--- src/rtl/pgm_status_rdpath_pkg.sv ---
package pgm_status_rdpath_pkg;
  // Source selected for the registered output word
  typedef enum logic [1:0] {
    SRC_NONE   = 2'd0,
    SRC_ARRAY  = 2'd1,
    SRC_STATUS = 2'd2
  } out_src_e;
endpackage

--- src/rtl/pgm_status_rst_sync.sv ---
module pgm_status_rst_sync #(
  parameter int STAGES = 2
) (
  input  logic clk,
  input  logic rst_n,
  output logic rst_n_sync
);
  logic [STAGES-1:0] sync_q;

  always_ff @(posedge clk or negedge rst_n) begin
    if (!rst_n) sync_q <= '0;
    else        sync_q <= {sync_q[STAGES-2:0], 1'b1};
  end

  assign rst_n_sync = sync_q[STAGES-1];
endmodule

--- src/rtl/pgm_status_access_det.sv ---
module pgm_status_access_det (
  input  logic clk,
  input  logic rst_n,
  input  logic ce_n,
  input  logic oe_n,
  input  logic busy,
  output logic selected,
  output logic access_start,
  output logic busy_rise
);
  logic oe_n_q, oe_n_d;
  logic busy_q, busy_d;

  always_comb begin
    oe_n_d = oe_n;
    busy_d = busy;
  end

  always_ff @(posedge clk or negedge rst_n) begin
    if (!rst_n) begin
      oe_n_q <= 1'b1;
      busy_q <= 1'b0;
    end else begin
      oe_n_q <= oe_n_d;
      busy_q <= busy_d;
    end
  end

  assign selected     = ~ce_n & ~oe_n;
  assign access_start = selected & oe_n_q;
  assign busy_rise    = busy & ~busy_q;
endmodule

--- src/rtl/pgm_status_toggle.sv ---
module pgm_status_toggle (
  input  logic clk,
  input  logic rst_n,
  input  logic busy,
  input  logic busy_rise,
  input  logic access_start,
  output logic tgl_next
);
  logic tgl_q;
  logic tgl_base;
  logic tgl_adv;

  always_comb begin
    tgl_base = busy_rise ? 1'b0 : tgl_q;
    tgl_adv  = access_start & busy;
    tgl_next = tgl_adv ? ~tgl_base : tgl_base;
  end

  always_ff @(posedge clk or negedge rst_n) begin
    if (!rst_n) tgl_q <= 1'b0;
    else        tgl_q <= tgl_next;
  end
endmodule

--- src/rtl/pgm_status_out_mux.sv ---
module pgm_status_out_mux
  import pgm_status_rdpath_pkg::*;
#(
  parameter int DATA_W   = 8,
  parameter int POLL_BIT = 7,
  parameter int TOG_BIT  = 6
) (
  input  logic              clk,
  input  logic              rst_n,
  input  logic              selected,
  input  logic              busy,
  input  logic              last_msb,
  input  logic              tgl_next,
  input  logic [DATA_W-1:0] array_data,
  output logic [DATA_W-1:0] dq_out,
  output logic              dq_oe
);
  out_src_e          src;
  logic [DATA_W-1:0] dq_d;
  logic [DATA_W-1:0] dq_q;
  logic              oe_q;

  always_comb begin
    if (!selected)  src = SRC_NONE;
    else if (busy)  src = SRC_STATUS;
    else            src = SRC_ARRAY;
  end

  always_comb begin
    dq_d = '0;
    case (src)
      SRC_ARRAY: dq_d = array_data;
      SRC_STATUS: begin
        dq_d[POLL_BIT] = ~last_msb;
        dq_d[TOG_BIT]  = tgl_next;
      end
      default: dq_d = '0;
    endcase
  end

  always_ff @(posedge clk or negedge rst_n) begin
    if (!rst_n) begin
      dq_q <= '0;
      oe_q <= 1'b0;
    end else begin
      dq_q <= dq_d;
      oe_q <= selected;
    end
  end

  assign dq_out = dq_q;
  assign dq_oe  = oe_q;
endmodule

--- src/rtl/pgm_status_rdpath.sv ---
module pgm_status_rdpath #(
  parameter int DATA_W      = 8,
  parameter int SYNC_STAGES = 2
) (
  input  logic              clk,
  input  logic              rst_n,
  input  logic              ce_n,
  input  logic              oe_n,
  input  logic              busy,
  input  logic              last_msb,
  input  logic [DATA_W-1:0] array_data,
  output logic [DATA_W-1:0] dq_out,
  output logic              dq_oe
);
  localparam int POLL_BIT = DATA_W - 1;
  localparam int TOG_BIT  = DATA_W - 2;

  logic rst_n_sync;
  logic selected, access_start, busy_rise, tgl_next;

  pgm_status_rst_sync #(.STAGES(SYNC_STAGES)) u_rst (
    .clk(clk), .rst_n(rst_n), .rst_n_sync(rst_n_sync)
  );

  pgm_status_access_det u_det (
    .clk(clk), .rst_n(rst_n_sync), .ce_n(ce_n), .oe_n(oe_n), .busy(busy),
    .selected(selected), .access_start(access_start), .busy_rise(busy_rise)
  );

  pgm_status_toggle u_tgl (
    .clk(clk), .rst_n(rst_n_sync), .busy(busy), .busy_rise(busy_rise),
    .access_start(access_start), .tgl_next(tgl_next)
  );

  pgm_status_out_mux #(.DATA_W(DATA_W), .POLL_BIT(POLL_BIT), .TOG_BIT(TOG_BIT)) u_mux (
    .clk(clk), .rst_n(rst_n_sync), .selected(selected), .busy(busy),
    .last_msb(last_msb), .tgl_next(tgl_next), .array_data(array_data),
    .dq_out(dq_out), .dq_oe(dq_oe)
  );
endmodule

--- config.mk ---
export PLATFORM = sky130hd
export DESIGN_NAME = pgm_status_rdpath
export DESIGN_NICKNAME = d
export VERILOG_FILES = /design/src/rtl/pgm_status_rdpath_pkg.sv /design/src/rtl/pgm_status_rst_sync.sv /design/src/rtl/pgm_status_access_det.sv /design/src/rtl/pgm_status_toggle.sv /design/src/rtl/pgm_status_out_mux.sv /design/src/rtl/pgm_status_rdpath.sv
export SDC_FILE = /design/constraint.sdc
export NUM_CORES = 1
export LEC_CHECK = 0
export ABC_AREA = 1
export ABC_CLOCK_PERIOD_IN_PS = 850
export CAP_MARGIN = 20
export CORE_AREA = 2 2 39 41
export CTS_BUF_LIST = sky130_fd_sc_hd__clkbuf_16
export DETAILED_ROUTE_END_ITERATION = 16
export DIE_AREA = 0 0 41 43
export DONT_BUFFER_PORTS = 1
export PLACE_DENSITY = 0.5
export SLEW_MARGIN = 15
export SYNTH_ARGS = -nofsm -noshare
export SYNTH_HDL_FRONTEND = slang
export SYNTH_SLANG_ARGS = --single-unit
--- constraint.sdc ---
create_clock -name clk -period 0.85 [get_ports clk]
set_clock_uncertainty 0.1 [all_clocks]
set_input_delay 0.085 -clock clk [delete_from_list [all_inputs] [get_ports clk]]
set_output_delay 0.085 -clock clk [all_outputs]
set_load 0.03 [all_outputs]
# Word level (Yosys, flattened, before mapping)

Cells that the tools add are included.

Flip-flop bits (word level): 14
Input port bits: 14
Output and inout bits: 9
Word-level logic and storage cells: 23

Equality and inequality tests: 2
Mux-type cells: 6
Bitwise operators: 9

Operator list:

| cell                 | count |
|---|---|
| $mux W6              | 1 |
| $not A1 Y1           | 5 |
| $and A1 B1 Y1        | 4 |
| $mux W2              | 2 |
| $pmux W2 S2          | 1 |
| $eq A2 B1 Y1 const B | 1 |
| $eq A2 B2 Y1 const B | 1 |
| $mux W1              | 2 |

# Longest topological paths before layout

Gate-level depths: netlist (run 1).

Depth in word-level cells: 6
Depth in mapped cells: 6
Gate-level depth less buffers: 6

# Cells and area by module

A second synthesis (run 1) with hierarchy kept.

Cell total of the unflattened synthesis: 51
Area total of the unflattened synthesis: 504.2 um2

By module, submodules not included:

| module                | times used | cells an instance | area each (um2) | sequential area each (um2) |
|---|---|---|---|---|
| pgm_status_out_mux    | 1          | 30                | 311.5           | 225.2 |
| pgm_status_access_det | 1          | 10                | 86.3            | 51.3 |
| pgm_status_rst_sync   | 1          | 3                 | 53.8            | 50.0 |
| pgm_status_toggle     | 1          | 8                 | 52.6            | 25.0 |

# Least setup slack after synthesis (run 1)

No wires, ideal clock.

Path type: reg2reg
Start point: register u_det.oe_n_q
End point: register u_tgl.tgl_q
Library setup time: 0.119 ns
Arrival: 0.796 ns
Required time: 0.631 ns
Path slack: -0.165 ns
Stages on the path, launching flop included: 5
Path buffers: 0
Period minus slack after synthesis: 1.015 ns
Cell sequence: dfstp_2 inv_1 nor2_1 nand2_1 and2_1

Word-level cells in the longest chain between the ends: 3

RTL lines:

| element                  | RTL line                    | text |
|---|---|---|
| start: declaration       | pgm_status_access_det.sv:11 | `logic oe_n_q, oe_n_d;` |
| start signal: assignment | pgm_status_access_det.sv:24 | `oe_n_q <= oe_n_d;` |
| $and A1 B1 Y1            | pgm_status_access_det.sv:30 | `assign access_start = selected & oe_n_q;` |
| $and A1 B1 Y1            | pgm_status_toggle.sv:15     | `tgl_adv = access_start & busy;` |
| $mux W1                  | pgm_status_toggle.sv:16     | `tgl_next = tgl_adv ? ~tgl_base : tgl_base;` |
| via tgl_next             | pgm_status_rdpath.sv:19     | `logic selected, access_start, busy_rise, tgl_next;` |
| end signal: assignment   | pgm_status_toggle.sv:21     | `else tgl_q <= tgl_next;` |
| end: declaration         | pgm_status_toggle.sv:9      | `logic tgl_q;` |

The timed path passes the listed nets, and every way through them passes these cells.

# Final worst setup path (run 1)

Same ends and word-level chain as after synthesis.

==> results by group, run 1 <==
Power
  • Maximum vdd ir drop: 0.00130 V
  • Sequential Power Share: 43.6%
  • Switching power as a share of total power: 19.4%
  • Part of the power in the clock network: 50.2%
  • Leakage: 0.377 nW
  • Internal power: 1.37 mW
  • Proportion of power drawn by combinational gates: 6.2%
  • Switching pwr: 0.330 mW
  • Power density of the placed cells: 2360 nW/um^2

Setup path
  • Signal arrival time at the worst endpoint: 1.10 ns
  • Critical path's largest stage delay: 0.53 ns
  • Library cell contributing the largest single delay on the critical path: sky130_fd_sc_hd__dfstp_2
  • Highest fanout seen on the critical path: 2
  • Start-to-end type of the worst setup path: reg -> reg
  • Crit start category: flop
  • Critical path, cell by cell: inv_2 -> nor2_2 -> nand2_1 -> and2_1
  • CP Data Required Time: 0.88 ns
  • Startpoint of the worst register-to-register path: u_det.oe_n_q
  • Launch point of the worst path: u_det.oe_n_q
  • Crit. End Element: flop

Drt
  • Number of antenna-violating nets in the routed design: 0
  • Drt pass-1 iters: 4
  • Drt total wl: 948 um
  • Overall via count from detail_route: 353
  • Final routed DRC violation total: 0
  • Vias per cell: 4.53
  • Violation count after the first detailed-routing iteration: 6
  • Routed wirelength normalized by instance count: 12.2 um

Cells and area
  • Ant. Diodes: 0
  • Most common cell after layout, fill and taps aside: sky130_fd_sc_hd__dlygate4sd3_1
  • Area of combinational cells with multiple inputs: 114 um^2
  • Number of standard cells in the final layout excluding fillers: 78
  • Filler cell count in the final layout: 120
  • Register area: 355 um^2
  • Final core area utilization: 52.3%
  • Commonest cells after routing, fill and taps aside: sky130_fd_sc_hd__dlygate4sd3_1, sky130_fd_sc_hd__inv_1, sky130_fd_sc_hd__dfrtp_1
  • # nets final: 77
  • Share of layout cells above drive strength 1: 22.6%
  • Fin area: 723 um^2
  • Area growth from synthesis to layout: 46.0%

Timing
  • Final max-slew violation count: 0
  • Share of the clock period used by the worst path: 126%
  • Final Hold Fails: 11
  • Final-report setup violation count: 11
  • Setup ws final: -0.223 ns
  • Post-Route Hold Slack: -0.254 ns
  • Min Tclk post-route: 1.07 ns
  • Unrepaired setup endpoints after global routing: yes
  • Achievable Freq: 932 MHz

Synth
  • Syn avg cell area: 10.8 um^2
  • Number of warnings issued by yosys: 0
  • Post-Synthesis Cell Area: 495 um^2
  • Number of nets produced by synthesis: 60
  • Sequential cell area fraction in the yosys report: 71.0%
  • Syn Inst Count: 46
  • Yosys cell types: 13
  • Number of flip-flops and latches in the synthesized netlist: 14

Global route
  • Number of antenna violations at the first check in global routing: 0
  • Via count of the first global-routing pass: 395
  • Remaining global-route overflow: 0
  • GR Util All Layers: 13.5%
  • First-pass GRT wire length: 1580 um
  • Pin count of the biggest net entering global routing: 13

Floorplanning
  • Die footprint: 1760 um^2
  • Top Ports: 23
  • Effective utilization at floorplan: 35.8%
  • Die height: 43 um
  • Width of the die: 41 um
  • Std-Cell Rows: 14
  • Floorplan core area: 1380 um^2

Clock tree
  • Clock sink count: 14
  • Deepest clock path buffer count: 2
  • Clock edge transition at the registers on the reported setup and hold paths: 0.04 ns
  • Clock root cell: sky130_fd_sc_hd__clkbuf_16
  • Number of buffers inserted by post-CTS setup repair: 0
  • H-tree depth: 1
  • TritonCTS Buffers: 3
  • Clock insertion delay at the later pin of the skew report: 0.23 ns
  • CTS tree: built
  • Count of hold-fix buffers inserted at cts: 11

Worst hold path
  • Hold/Removal Path Class: in -> reg
  • Worst Hold Launch: oe_n

Placed design
  • Placer's final routability congestion estimate: 0.588
  • Quantity of I/O buffers inserted on ports: 0
  • Placement-stage worst setup slack: -0.245 ns
  • Placed cells: 63
  • Placed Instance Area: 523 um^2
  • HPWL Detailed: 659 um

Status
  • Violations in the final reports: negative hold slack, negative setup slack
  • Status: finished with violations

Job
  • Number of violations of the max-capacitance limit: 0
[worst max-delay path: cells and delay by family (launching register included)]
family / cells / cell delay (ns)
flip-flops: 1 / 0.53
AND/OR/NAND/NOR: 3 / 0.30
buffers and inverters: 1 / 0.03
[cell families (layout without fill, tap and decap cells)]
group	count (synthesis)	in the layout	share of synthesized area (%)
other cells	1	1	0.757
simple gates	18	18	17.2
buf+inv	10	26	7.58
flops	14	14	71.0
compound gates	3	3	3.53
[cell type report]
class,instances,share of cell area (%)
clock buffer,3,10.4
clock inverter,1,0.519
multi-input combinational,22,15.7
sequential,14,49.1
tap,16,2.77
inverter,10,5.19
timing repair buffer,12,16.3
[worst paths after layout]
kind	cells after the start	slack, ns	end
worst max-delay path	4	-0.22	u_tgl.tgl_q
worst min-delay path	0	-0.25	u_det.oe_n_q
worst max register to register	4	-0.22	u_tgl.tgl_q
worst min register to register	1	0.06	u_mux.dq_out[4]
max in group asynchronous	1	0.36	u_det.oe_n_q
min in group asynchronous	1	-0.02	u_rst.sync_q[0]
[metrics by stage]
stage	setup TNS [ns]	power, mW
5_1_grt	-1.16	1.79
3_3_place_gp	-0.313	0.805
2_1_floorplan	-0.281	0.792
4_1_cts	-0.954	1.72
6_report	-0.872	1.70
3_5_place_dp	-0.487	0.812
[what timing repair did]
| action | 4_1_cts | 5_1_grt |
|---|---|---|
| pin swaps | 2 | 3 |
| endpoints found under the hold margin | 13 | 5 |
| gates resized for setup | 5 | 1 |
| setup endpoints to repair | 11 | 11 |
[synthesized netlist by cell type]
| cell type | n | area share (%) |
|---|---|---|
| sky130_fd_sc_hd__nand3_1 | 2 | 2.0 |
| sky130_fd_sc_hd__nor2_1 | 7 | 5.3 |
| sky130_fd_sc_hd__inv_1 | 10 | 7.6 |
| sky130_fd_sc_hd__o21ai_1 | 1 | 1.0 |
| sky130_fd_sc_hd__nand2_2 | 2 | 2.5 |
| sky130_fd_sc_hd__nor2_4 | 1 | 2.3 |
| sky130_fd_sc_hd__dfstp_2 | 1 | 5.3 |
| sky130_fd_sc_hd__conb_1 | 1 | 0.76 |
| sky130_fd_sc_hd__dfrtp_1 | 13 | 66 |
| sky130_fd_sc_hd__o21ai_0 | 1 | 1.0 |
| sky130_fd_sc_hd__nand2_1 | 5 | 3.8 |
| sky130_fd_sc_hd__and2_1 | 1 | 1.3 |
| sky130_fd_sc_hd__o21a_1 | 1 | 1.5 |
[state kept, by name, indices dropped and copies added (netlist names)]
register	count
u_mux.dq_out	8
u_det.oe_n_q	1
u_mux.dq_oe	1
u_tgl.tgl_q	1
u_det.busy_q	1
u_rst.sync_q	2
[power groups by stage]
| stage | combinational, mW | clock (mW) | sequential [mW] |
|---|---|---|---|
| floorplan | 0.0381 | 0 | 0.754 |
| global placement | 0.0559 | 0 | 0.749 |
| detailed placement | 0.0614 | 0 | 0.751 |
| CTS | 0.104 | 0.873 | 0.742 |
| global route | 0.121 | 0.922 | 0.744 |
| finish | 0.105 | 0.856 | 0.743 |
[layer usage]
layer  wire [um]  GRT usage (%)  share of wire, %  vias up
met5           0              0                 0        -
met2         495           21.9                52       20
li1            -              -                 -      165
met3          97           6.81                10        2
met4           4           6.67              0.42        0
met1         351           13.5                37      166
No activity file was read; power rests on OpenSTA's default activity.
==> run 2: changes to the inputs <==
==> constraint.sdc (replaced) <==
create_clock -name clk -period 0.85 [get_ports clk]
set_clock_uncertainty 0.1 [all_clocks]
set_input_delay 0.255 -clock clk [delete_from_list [all_inputs] [get_ports clk]]
set_output_delay 0.255 -clock clk [all_outputs]
set_load 0.03 [all_outputs]
==> run 2 against run 1 <==
Compared with the run above:
- the flow finishes with violations (negative setup slack)
- sequential cell count did not move
- setup slack improved by 0.0027 ns
- sequential share of layout area increased by 5.6 points
- largest cell class unchanged
- highest routed layer unchanged
==> results by group, run 2 (synthesized netlist as in run 1, its figures left out) <==
Clock tree
  • H-tree depth: 1 (unchanged)
  • TritonCTS Buffers: 3 (unchanged)
  • Clock sink count: 14 (unchanged)
  • Clock insertion delay at the later pin of the skew report: 0.23 ns (about the same)
  • Deepest clock path buffer count: 2 (unchanged)
  • CTS tree: built (unchanged)
  • Clock root cell: sky130_fd_sc_hd__clkbuf_16 (unchanged)
  • Clock edge transition at the registers on the reported setup and hold paths: 0.04 ns (about the same)

Cells and area
  • Final core area utilization: 47.9% (was 52.3%)
  • Area growth from synthesis to layout: 33.8% (was 46.0%)
  • Share of layout cells above drive strength 1: 39.3% (was 22.6%)
  • # nets final: 71 (was 77)
  • Number of standard cells in the final layout excluding fillers: 72 (was 78)
  • Most common cell after layout, fill and taps aside: sky130_fd_sc_hd__inv_1 (was sky130_fd_sc_hd__dlygate4sd3_1)
  • Commonest cells after routing, fill and taps aside: sky130_fd_sc_hd__inv_1, sky130_fd_sc_hd__dfrtp_2, sky130_fd_sc_hd__nor2_1 (was sky130_fd_sc_hd__dlygate4sd3_1, sky130_fd_sc_hd__inv_1, sky130_fd_sc_hd__dfrtp_1)
  • Ant. Diodes: 0 (unchanged)
  • Flip-flop count of the largest register after layout: 8 (unchanged)

Placed design
  • Placed cells: 65 (was 63)
  • HPWL Detailed: 640 um (was 659 um)
  • Placer's final routability congestion estimate: 0.595 (was 0.588)
  • Quantity of I/O buffers inserted on ports: 0 (unchanged)

Global route
  • First-pass GRT wire length: 1410 um (was 1580 um)
  • Pin count of the biggest net entering global routing: 13 (unchanged)
  • Remaining global-route overflow: 0 (unchanged)
  • Number of antenna violations at the first check in global routing: 0 (unchanged)
  • GR Util All Layers: 12.3% (was 13.5%)
  • Via count of the first global-routing pass: 352 (was 395)

Setup path
  • CP Data Required Time: 0.88 ns (about the same)
  • Cell class contributing the biggest share of worst-path delay: flip-flops (unchanged)
  • Library cell contributing the largest single delay on the critical path: sky130_fd_sc_hd__dfstp_2 (unchanged)
  • Signal arrival time at the worst endpoint: 1.10 ns (about the same)
  • Highest fanout seen on the critical path: 2 (unchanged)
  • Startpoint of the worst register-to-register path: u_det.oe_n_q (unchanged)
  • Critical path, cell by cell: inv_2 -> nor2_2 -> nand2_1 -> and2_4 (was inv_2 -> nor2_2 -> nand2_1 -> and2_1)
  • Crit start category: flop (unchanged)
  • Setup slack, reg-to-reg: -0.22 ns (about the same)
  • Crit. End Element: flop (unchanged)
  • Capture point of the worst reg-to-reg path: u_tgl.tgl_q (unchanged)
  • Combined buffer and inverter count along the critical path: 1 (unchanged)
  • Critical path's largest stage delay: 0.53 ns (about the same)
  • Reg2reg path depth: 4 (unchanged)
  • Start-to-end type of the worst setup path: reg -> reg (unchanged)

Floorplanning
  • Die footprint: 1760 um^2 (unchanged)
  • Width of the die: 41 um (unchanged)
  • Top Ports: 23 (unchanged)
  • Effective utilization at floorplan: 35.8% (unchanged)
  • Die height: 43 um (unchanged)
  • Std-Cell Rows: 14 (unchanged)
  • Floorplan core area: 1380 um^2 (unchanged)

Status
  • Violations in the final reports: negative setup slack (was negative hold slack, negative setup slack)
  • Status: finished with violations (unchanged)

Timing
  • Unrepaired setup endpoints after global routing: yes (unchanged)
  • Final-report setup violation count: 11 (unchanged)
  • Min Tclk post-route: 1.07 ns (about the same)
  • Final max-slew violation count: 0 (unchanged)
  • Achievable Freq: 934 MHz (was 932 MHz)
  • Post-Route Hold Slack: 0.0155 ns (was -0.254 ns)
  • Final Hold Fails: 0 (was 11)
  • Setup ws final: -0.220 ns (was -0.223 ns)
  • Share of the clock period used by the worst path: 126% (about the same)
  • Setup total negative slack: -2.22 ns (was -0.872 ns)

Power
  • Switching pwr: 0.317 mW (was 0.330 mW)
  • Leakage: 0.345 nW (was 0.377 nW)
  • Power density of the placed cells: 2530 nW/um^2 (was 2360 nW/um^2)
  • Maximum vdd ir drop: 0.00107 V (was 0.00130 V)
  • Sequential Power Share: 44.3% (was 43.6%)
  • Design Power: 1.68 mW (was 1.70 mW)
  • Part of the power in the clock network: 50.7% (was 50.2%)
  • Proportion of power drawn by combinational gates: 5.0% (was 6.2%)
  • Switching power as a share of total power: 18.9% (was 19.4%)
  • Internal power: 1.36 mW (was 1.37 mW)

Drt
  • Violation count after the first detailed-routing iteration: 4 (was 6)
  • Number of antenna-violating nets in the routed design: 0 (unchanged)
  • Vias per cell: 4.46 (was 4.53)
  • Drt total wl: 842 um (was 948 um)
  • Overall via count from detail_route: 321 (was 353)
  • Routed wirelength normalized by instance count: 11.7 um (was 12.2 um)
  • Final routed DRC violation total: 0 (unchanged)
  • Drt pass-1 iters: 2 (was 4)

Job
  • Number of violations of the max-capacitance limit: 0 (unchanged)

Worst hold path
  • Worst Hold Launch: array_data[1] (was oe_n)
  • Hold path depth: 2 (was 0)
  • Hold path endpoint: u_mux.dq_out[1] (was u_det.oe_n_q)
  • Hold/Removal Path Class: in -> reg (unchanged)
## run 2: cell count changes in the layout (fill, tap and decap cells not counted), sizes merged
| cell | delta |
|---|---|
| dlygate4sd3 | -8 |
| buf | +2 |
## run 2: worst max path at each step
stage                  from     endpoint  cells after the start
2_1_floorplan  u_det.oe_n_q  u_tgl.tgl_q                      4
3_3_place_gp   u_det.oe_n_q  u_tgl.tgl_q                      4
3_5_place_dp   u_det.oe_n_q  u_tgl.tgl_q                      4
4_1_cts        u_det.oe_n_q  u_tgl.tgl_q                      4
5_1_grt        u_det.oe_n_q  u_tgl.tgl_q                      4
6_report       u_det.oe_n_q  u_tgl.tgl_q                      4
## run 2: final cells by class
| class | count | area (um^2) |
|---|---|---|
| clock inverter | 1 | 3.75 |
| clock buffer | 3 | 75.1 |
| inverter | 10 | 37.5 |
| multi-input combinational | 22 | 111 |
| sequential | 14 | 363 |
| timing repair buffer | 6 | 52.6 |
| tap | 16 | 20.0 |
| fill | 136 | 721 |
## run 2: worst register-to-register path, stage by stage (launching register included)
cell	delay, ns
sky130_fd_sc_hd__dfstp_2	0.53
sky130_fd_sc_hd__inv_2	0.04
sky130_fd_sc_hd__nor2_2	0.06
sky130_fd_sc_hd__nand2_1	0.08
sky130_fd_sc_hd__and2_4	0.16
## run 2: what timing repair did
action                     in CTS  in global routing
pin swaps                       1                  2
setup endpoints to repair      11                 11
gates resized for setup        10                  2
setup buffers                   0                  0
hold endpoints to repair        4                  0
hold buffers                    3                  0
## run 2: power by group through the flow
stage	logic [mW]	registers [mW]	clock network, mW
2_1_floorplan	0.0381	0.754	0
3_3_place_gp	0.0616	0.749	0
3_5_place_dp	0.0680	0.750	0
4_1_cts	0.0849	0.743	0.872
5_1_grt	0.0965	0.746	0.924
6_report	0.0832	0.743	0.850
## run 2: through the flow
| stage | worst slack (ns) | area [um^2] |
|---|---|---|
| finish | -0.220 | 663 |
| global route | -0.260 | 663 |
| global placement | -0.162 | 538 |
| CTS | -0.226 | 661 |
| floorplan | -0.154 | 495 |
| detailed placement | -0.239 | 538 |
## run 2: routing by layer
layer	part of all wire [%]	track usage (%)
met1	37	12.5
met2	56	20.3
met3	6.2	5.24
met4	0.95	6.00
met5	0	0
